===== src/rtl/clkstall_pkg.sv =====
package clkstall_pkg;
  // Saturating increment on a 32-bit carrier; callers cast to their width.
  function automatic logic [31:0] sat_next(input logic [31:0] v, input logic [31:0] maxv);
    return (v >= maxv) ? v : v + 32'd1;
  endfunction
endpackage


===== src/rtl/rise_period_meter.sv =====
module rise_period_meter #(
  parameter int CW = 8
) (
  input  logic          clk_i,
  input  logic          rst_ni,
  input  logic          lvl_i,
  output logic [CW-1:0] period_o,
  output logic          period_vld_o
);
  import clkstall_pkg::*;
  localparam logic [CW-1:0] CMAX = '1;

  logic          lvl_q;
  logic          armed_q;
  logic [CW-1:0] run_q;
  logic          rise;

  assign rise = lvl_i & ~lvl_q;

  always_ff @(posedge clk_i or negedge rst_ni) begin
    if (!rst_ni) begin
      lvl_q        <= 1'b0;
      armed_q      <= 1'b0;
      run_q        <= '0;
      period_o     <= '0;
      period_vld_o <= 1'b0;
    end else begin
      lvl_q <= lvl_i;
      if (rise) begin
        run_q   <= CW'(1);
        armed_q <= 1'b1;
        if (armed_q) begin
          period_o     <= run_q;
          period_vld_o <= 1'b1;
        end
      end else begin
        run_q <= CW'(sat_next(32'(run_q), 32'(CMAX)));
      end
    end
  end
endmodule


===== src/rtl/low_stall_timer.sv =====
module low_stall_timer #(
  parameter int TW = 9
) (
  input  logic          clk_i,
  input  logic          rst_ni,
  input  logic          lvl_i,
  input  logic          en_i,
  input  logic [TW-1:0] limit_i,
  output logic          fire_o,
  output logic          pulse_o
);
  import clkstall_pkg::*;
  localparam logic [TW-1:0] TMAX = '1;

  logic [TW-1:0] low_q;

  assign fire_o = en_i & ~lvl_i & (low_q >= limit_i);

  always_ff @(posedge clk_i or negedge rst_ni) begin
    if (!rst_ni) begin
      low_q   <= '0;
      pulse_o <= 1'b0;
    end else begin
      pulse_o <= fire_o;
      if (lvl_i || fire_o) low_q <= '0;
      else                 low_q <= TW'(sat_next(32'(low_q), 32'(TMAX)));
    end
  end
endmodule


===== src/rtl/sat_event_counter.sv =====
module sat_event_counter #(
  parameter int EW = 8
) (
  input  logic          clk_i,
  input  logic          rst_ni,
  input  logic          inc_i,
  output logic [EW-1:0] cnt_o
);
  import clkstall_pkg::*;
  localparam logic [EW-1:0] EMAX = '1;

  always_ff @(posedge clk_i or negedge rst_ni) begin
    if (!rst_ni)    cnt_o <= '0;
    else if (inc_i) cnt_o <= EW'(sat_next(32'(cnt_o), 32'(EMAX)));
  end
endmodule


===== src/rtl/clkstall_guard.sv =====
module clkstall_guard #(
  parameter int PERIOD_W = 8,
  parameter int EVENT_W  = 8
) (
  input  logic                clk_i,
  input  logic                rst_ni,
  input  logic                wd_en_i,
  input  logic                mon_clk_i,
  input  logic [PERIOD_W:0]   dflt_timeout_i,
  output logic                rescue_pulse_o,
  output logic [EVENT_W-1:0]  rescue_cnt_o
);
  localparam int TW = PERIOD_W + 1;

  logic [PERIOD_W-1:0] period;
  logic                period_vld;
  logic [TW-1:0]       limit;
  logic                fire;

  rise_period_meter #(.CW(PERIOD_W)) u_meter (
    .clk_i        (clk_i),
    .rst_ni       (rst_ni),
    .lvl_i        (mon_clk_i),
    .period_o     (period),
    .period_vld_o (period_vld)
  );

  // Timeout: twice the last period once known, else the default.
  assign limit = period_vld ? {period, 1'b0} : dflt_timeout_i;

  low_stall_timer #(.TW(TW)) u_timer (
    .clk_i   (clk_i),
    .rst_ni  (rst_ni),
    .lvl_i   (mon_clk_i),
    .en_i    (wd_en_i),
    .limit_i (limit),
    .fire_o  (fire),
    .pulse_o (rescue_pulse_o)
  );

  sat_event_counter #(.EW(EVENT_W)) u_events (
    .clk_i  (clk_i),
    .rst_ni (rst_ni),
    .inc_i  (fire),
    .cnt_o  (rescue_cnt_o)
  );
endmodule


===== config.mk =====
export PLATFORM = sky130hd
export DESIGN_NAME = clkstall_guard
export DESIGN_NICKNAME = d
export VERILOG_FILES = /design/src/rtl/clkstall_pkg.sv /design/src/rtl/rise_period_meter.sv /design/src/rtl/low_stall_timer.sv /design/src/rtl/sat_event_counter.sv /design/src/rtl/clkstall_guard.sv
export SDC_FILE = /design/constraint.sdc
export NUM_CORES = 1
export LEC_CHECK = 0
export BUFFER_PORTS_ARGS = -buffer_cell sky130_fd_sc_hd__buf_2
export CORE_AREA = 2 2 70 72
export CTS_BUF_LIST = sky130_fd_sc_hd__clkbuf_4
export CTS_CLUSTER_DIAMETER = 60
export DETAILED_ROUTE_END_ITERATION = 8
export DIE_AREA = 0 0 72 74
export GPL_ROUTABILITY_DRIVEN = 0
export PLACE_DENSITY = 0.68
export SLEW_MARGIN = 20
export SYNTH_ARGS = -nofsm -noshare
export SYNTH_HDL_FRONTEND = slang
export SYNTH_HIERARCHICAL = 1
export SYNTH_SLANG_ARGS = --single-unit

===== constraint.sdc =====
create_clock -name clk_i -period 3.7 [get_ports clk_i]
set_input_delay 0.74 -clock clk_i [delete_from_list [all_inputs] [get_ports clk_i]]
set_output_delay 0.74 -clock clk_i [all_outputs]
set_load 0.01 [all_outputs]

**Yosys cells after proc, flatten, opt, wreduce, memory -nomap -nowiden**

Cells that the tools add are included.

- Bits in registers: 37
- Logic and storage cells: 31
- Output and inout bits: 9
- Bits of input ports: 13

- Eq/ne operators: 2
- Add/subtract/negate cells: 3
- Bitwise gates (word level): 6
- Multiplexer cells: 5
- $lt $le $gt $ge: 4
- Reductions and logical operators: 3

Operators by type and width:

| cell | count |
|---|---|
| 2-to-1 mux 9 bit | 3 |
| adder 8 x 1 -> 8 bit (second input constant) | 2 |
| greater-or-equal comparator 8 bit (second input constant) | 2 |
| 2-to-1 mux 8 bit | 2 |
| adder 9 x 1 -> 9 bit (second input constant) | 1 |
| greater-or-equal comparator 9 bit | 1 |
| greater-or-equal comparator 9 bit (second input constant) | 1 |
| != test 2 x 1 -> 1 bit (second input constant) | 2 |
| AND reduction 2 bit | 2 |
| bitwise AND 1 bit | 3 |
| inverter 1 bit | 3 |
| logical OR 1 bit | 1 |

**Logic depth before layout (Yosys ltp)**

- Word-level depth: 5
- Mapped depth: 11
- Mapped depth without buffers: 10

**Cells and area by module**

The synthesis kept the hierarchy.

By module, submodules not included:

| module | sequential area each (um2) | times used | cells each | area an instance (um2) |
|---|---|---|---|---|
| low_stall_timer | 250.2 | 1 | 88 | 844.6 |
| rise_period_meter | 475.5 | 1 | 66 | 813.3 |
| sat_event_counter | 200.2 | 1 | 35 | 429.2 |
| clkstall_guard | 0.0 | 1 | 10 | 140.1 |

**Least setup slack after synthesis**

No wires, ideal clock.

- Path kind: input-to-reg
- Start: in dflt_timeout_i[8]
- End: reg u_events.cnt_o[7]
- Library setup time: 129 ps
- Slack: 1036 ps
- Cell stages on the path: 10
- Required time: 3571 ps
- Arrival: 2535 ps
- Path buffers: 0
- Cells stage by stage: mux2_4 -> inv_1 -> ha_1 -> and4_4 -> nand4_1 -> o21ai_4 -> o21ba_2 -> and3_1 -> nand4_1 -> xnor2_1

- Word-level cells in the longest chain between the ends: 4

RTL lines:

| item | line | text |
|---|---|---|
| start: declaration | clkstall_guard.sv:9 | `input logic [PERIOD_W:0] dflt_timeout_i,` |
| 2-to-1 mux 9 bit | clkstall_guard.sv:29 | `assign limit = period_vld ? {period, 1'b0} : dflt_timeout_i;` |
| greater-or-equal comparator 9 bit | low_stall_timer.sv:17 | `assign fire_o = en_i & ~lvl_i & (low_q >= limit_i);` |
| bitwise AND 1 bit | low_stall_timer.sv:17 |  |
| net fire | clkstall_guard.sv:18 | `logic fire;` |
| AND reduction 2 bit (no line) | -- |  |
| end signal: assignment | sat_event_counter.sv:14 | `else if (inc_i) cnt_o <= EW'(sat_next(32'(cnt_o), 32'(EMAX)));` |
| end: declaration | sat_event_counter.sv:7 | `output logic [EW-1:0] cnt_o` |

The timed path passes the listed nets, and every way through them passes these cells.
A chain may end at the register's enable or synchronous reset.

**Final worst setup path**

- Start: reg u_meter.period_vld_o
- End: reg u_events.cnt_o[5]

- Word-level cells in the longest chain between the ends: 4

RTL lines:

| item | line | text |
|---|---|---|
| start: declaration | rise_period_meter.sv:8 | `output logic period_vld_o` |
| start signal: assignment | rise_period_meter.sv:26 | `period_vld_o <= 1'b0;` |
| start signal: assignment | rise_period_meter.sv:34 | `period_vld_o <= 1'b1;` |
| 2-to-1 mux 9 bit | clkstall_guard.sv:29 |  |
| net limit[8] | clkstall_guard.sv:17 | `logic [TW-1:0] limit;` |
| greater-or-equal comparator 9 bit | low_stall_timer.sv:17 |  |
| bitwise AND 1 bit | low_stall_timer.sv:17 |  |
| net fire | clkstall_guard.sv:18 |  |
| AND reduction 2 bit (no line) | -- |  |

The timed path passes the listed nets, and every way through them passes these cells.

==> summary.md <==
| Metric | Value |
|---|---|
| Pwr dens | 442 mW/mm2 |
| R2r endpoint | u_events/cnt_o[5] |
| Critical Path AT | 3.16 ns |
| Clk sink count | 37 |
| DR vias | 1666 |
| Setup Fix Bufs, Post-CTS | 0 |
| Vias/cell | 5.99 |
| Crit-path cells | mux2_4 -> inv_1 -> ha_1 -> and4_4 -> nand4_1 -> o21ai_4 -> o21ba_2 -> and3_1 -> nand4_1 -> mux2i_1 |
| Worst Setup End Kind | flop |
| Hold Crit Class | in -> async |
| Worst R2R Setup Slack | 0.78 ns |
| Metal2 WL | 1800 um |
| TritonCTS clock tree | done |
| Rows | 25 |
| Reg2reg start | u_meter/period_vld_o |
| Clk_skew | 0.0119 ns |
| Max clock buf depth | 2 |
| CP Class | reg -> reg |
| Core Footprint | 0.00460 mm2 |
| I/O pin count | 22 |
| Yosys cell types | 48 |
| Top Layer Used | met4 |
| Syn avg cell area | 11.2 um2 |
| All-Layer GR Usage | 18.0% |
| Ys flop type | dfrtp_1 |
| Hold_ws | 0.472 ns |
| Top cells by count, synth | 37 x dfrtp_1, 13 x ha_1, 12 x inv_1 |
| Final-report hold violation count | 0 |
| Worst-path clk slew | 0.12 ns |
| Leak | 1.14 nW |
| EDFF count, synth | 0 |
| Tmin final | 2.92 ns |
| Peak supply drop | 293 uV |
| Max Clk Rate | 343 MHz |
| Worst setup SP type | flop |
| Slew @ Worst Pin | 0.818 ns |
| Max_cap viols | 0 |
| Syn Nets | 225 |
| Die area | 0.00533 mm2 |
| Layout area overhead | 8.65% |
| Tcrit/Tclk final | 78.8% |
| CP max FO | 10 |
| CP required | 3.94 ns |
| Post-layout util | 52.6% |
| RSZ-0062 raised after global routing | no |
| Total negative slack | 0 ns |
| Met3 Wirelength | 187 um |
| Antenna violations before repair | 0 |
| Ranking of synthesized cells by area | dfrtp_1 42%, ha_1 7.3%, mux2_4 6.1%, mux2_2 4.0%, nor3_1 2.5% |
| Async SR Flop Fraction | 100% |
| Number of DRC markers in iteration 0 | 118 |
| Port-buffer cells | 21 |
| # setup viols final | 0 |
| Die width | 72 um |
| Slowest stage delay, CP | 0.68 ns |
| Hold-fix buffers, CTS | 0 |
| Slew Viols, Final | 0 |
| Max H-tree Level | 2 |
| Layout Nets | 249 |
| Post-route DRC | 0 |
| FF+latch count, synth | 37 |
| Outcome | complete, no violations |
| Grt ovf | 0 |
| Share of layout cells above drive strength 1 | 28.1% |
| Largest net degree at the start of global routing | 38 |
| Yosys warnings | 6 |
| Antenna cell count | 0 |
| Slew HR | 45.5% |
| Initial DRT Pass Iterations | 4 |
| Reg2Reg Depth | 10 |
| Worst-Skew Late Latency | 0.35 ns |
| Slowest CP cell | dfrtp_1 |
| Die Y | 74 um |
| Wire length on met1 | 2090 um |
| CP dominant cell by count | nand4_1 |
| Most frequent cell after synthesis | dfrtp_1 |
| Post-Syn Instances | 199 |
| Vias in the first global route | 1536 |
| Area of the mapped netlist | 0.00223 mm2 |
| TritonCTS Buffers | 5 |
| DRT antenna net count | 0 |
| HPWL Detailed | 2990 um |
| Starting density of the core | 48.4% |
| First-pass GRT wire length | 7450 um |
| Yosys top cell area share | 41.6% |
| Root buf cell | clkbuf_4 |
| # resized after CTS | 0 |
| WL final | 4140 um |
| Post-synthesis sequential area ratio | 41.6% |
| Largest area contributor in the netlist | dfrtp_1 |
| WL/cell | 14.9 um |
-- power by group --
group,switching (W),internal [W]
logic,0.000147,0.000153
registers,0.0000848,0.000472
clock network,0.000142,0.0000716
-- critical path: cells and delay by family, from the launching register on --
family | cells | cell delay (ns)
and+or+nand+nor | 4 | 0.73
muxes | 2 | 0.39
AOI/OAI and AO/OA | 2 | 0.65
buffers and inverters | 1 | 0.04
adders and majority gates | 1 | 0.33
DFF | 1 | 0.68
-- layout by cell type (no fill, tap or decap), types with 2 or more instances in the layout --
master / instances
xnor2_1: 4
clkinv_2: 2
o21ai_4: 2
clkbuf_4: 5
buf_2: 21
nand2b_1: 4
dfrtp_1: 37
nand4_1: 8
nand2_1: 9
inv_1: 12
nand4_4: 2
nand3_1: 7
mux2_4: 9
o211ai_1: 2
a2111oi_2: 2
nor2_1: 5
and4_2: 3
ha_1: 13
o21ai_0: 10
a21oi_1: 6
mux2_2: 8
and3_1: 3
nor3_1: 11
a21o_1: 2
a211oi_1: 4
mux2i_1: 2
a31oi_1: 6
o21bai_1: 2
nor2b_1: 3
-- worst max-delay path by stage --
stage                                     from  slack [ns]           endpoint
after floorplan              dflt_timeout_i[8]        1.04  u_events/cnt_o[7]
after global placement       dflt_timeout_i[8]        0.73  u_events/cnt_o[4]
after detailed placement     dflt_timeout_i[8]        0.70  u_events/cnt_o[4]
after CTS                 u_meter/period_vld_o        0.76  u_events/cnt_o[5]
after global routing      u_meter/period_vld_o        0.54  u_events/cnt_o[4]
final                     u_meter/period_vld_o        0.78  u_events/cnt_o[5]
-- layout make-up --
type,count,area [um2]
Fill cell,430,2180
Multi-Input combinational cell,146,1220
Sequential cell,37,926
Timing Repair Buffer,21,105
Tap cell,54,67.6
Inverter,12,45.0
Clock buffer,5,37.5
Clock inverter,3,17.5
-- state kept, by name, indices dropped and copies added (netlist names) --
signal and cells:
u_timer/low_q 9, u_events/cnt_o 8, u_meter/period_o 8, u_meter/run_q 8
u_meter/armed_q 1, u_meter/lvl_q 1, u_meter/period_vld_o 1, u_timer/pulse_o 1
-- through the flow --
step                setup slack [ns]  std cells  instance area (um2)  power, W
CTS                            0.765        278                 2420   0.00108
floorplan                       1.04        199                 2230  0.000779
detailed placement             0.702        270                 2360  0.000867
global route                   0.542        278                 2420   0.00115
finish                         0.784        278                 2420   0.00107
global placement               0.731        270                 2360  0.000860
-- logic make-up (layout without fill, tap and decap cells) --
family,Yosys count,count (layout),synth area share [%]
muxes,19,19,11.0
and+or+nand+nor,65,65,19.0
AOI/OAI and AO/OA,44,44,15.6
DFF,37,37,41.6
adders and majority gates,13,13,7.30
buffers and inverters,16,41,3.60
xor gates and xnor gates,5,5,1.97
-- metal layers --
layer  GRT usage [%]  vias up
li1                -      806
met1            26.5      818
met2            26.2       36
met3            4.34        6
met4            6.29        0
met5               0        -
(Power assumes the default switching activity.)
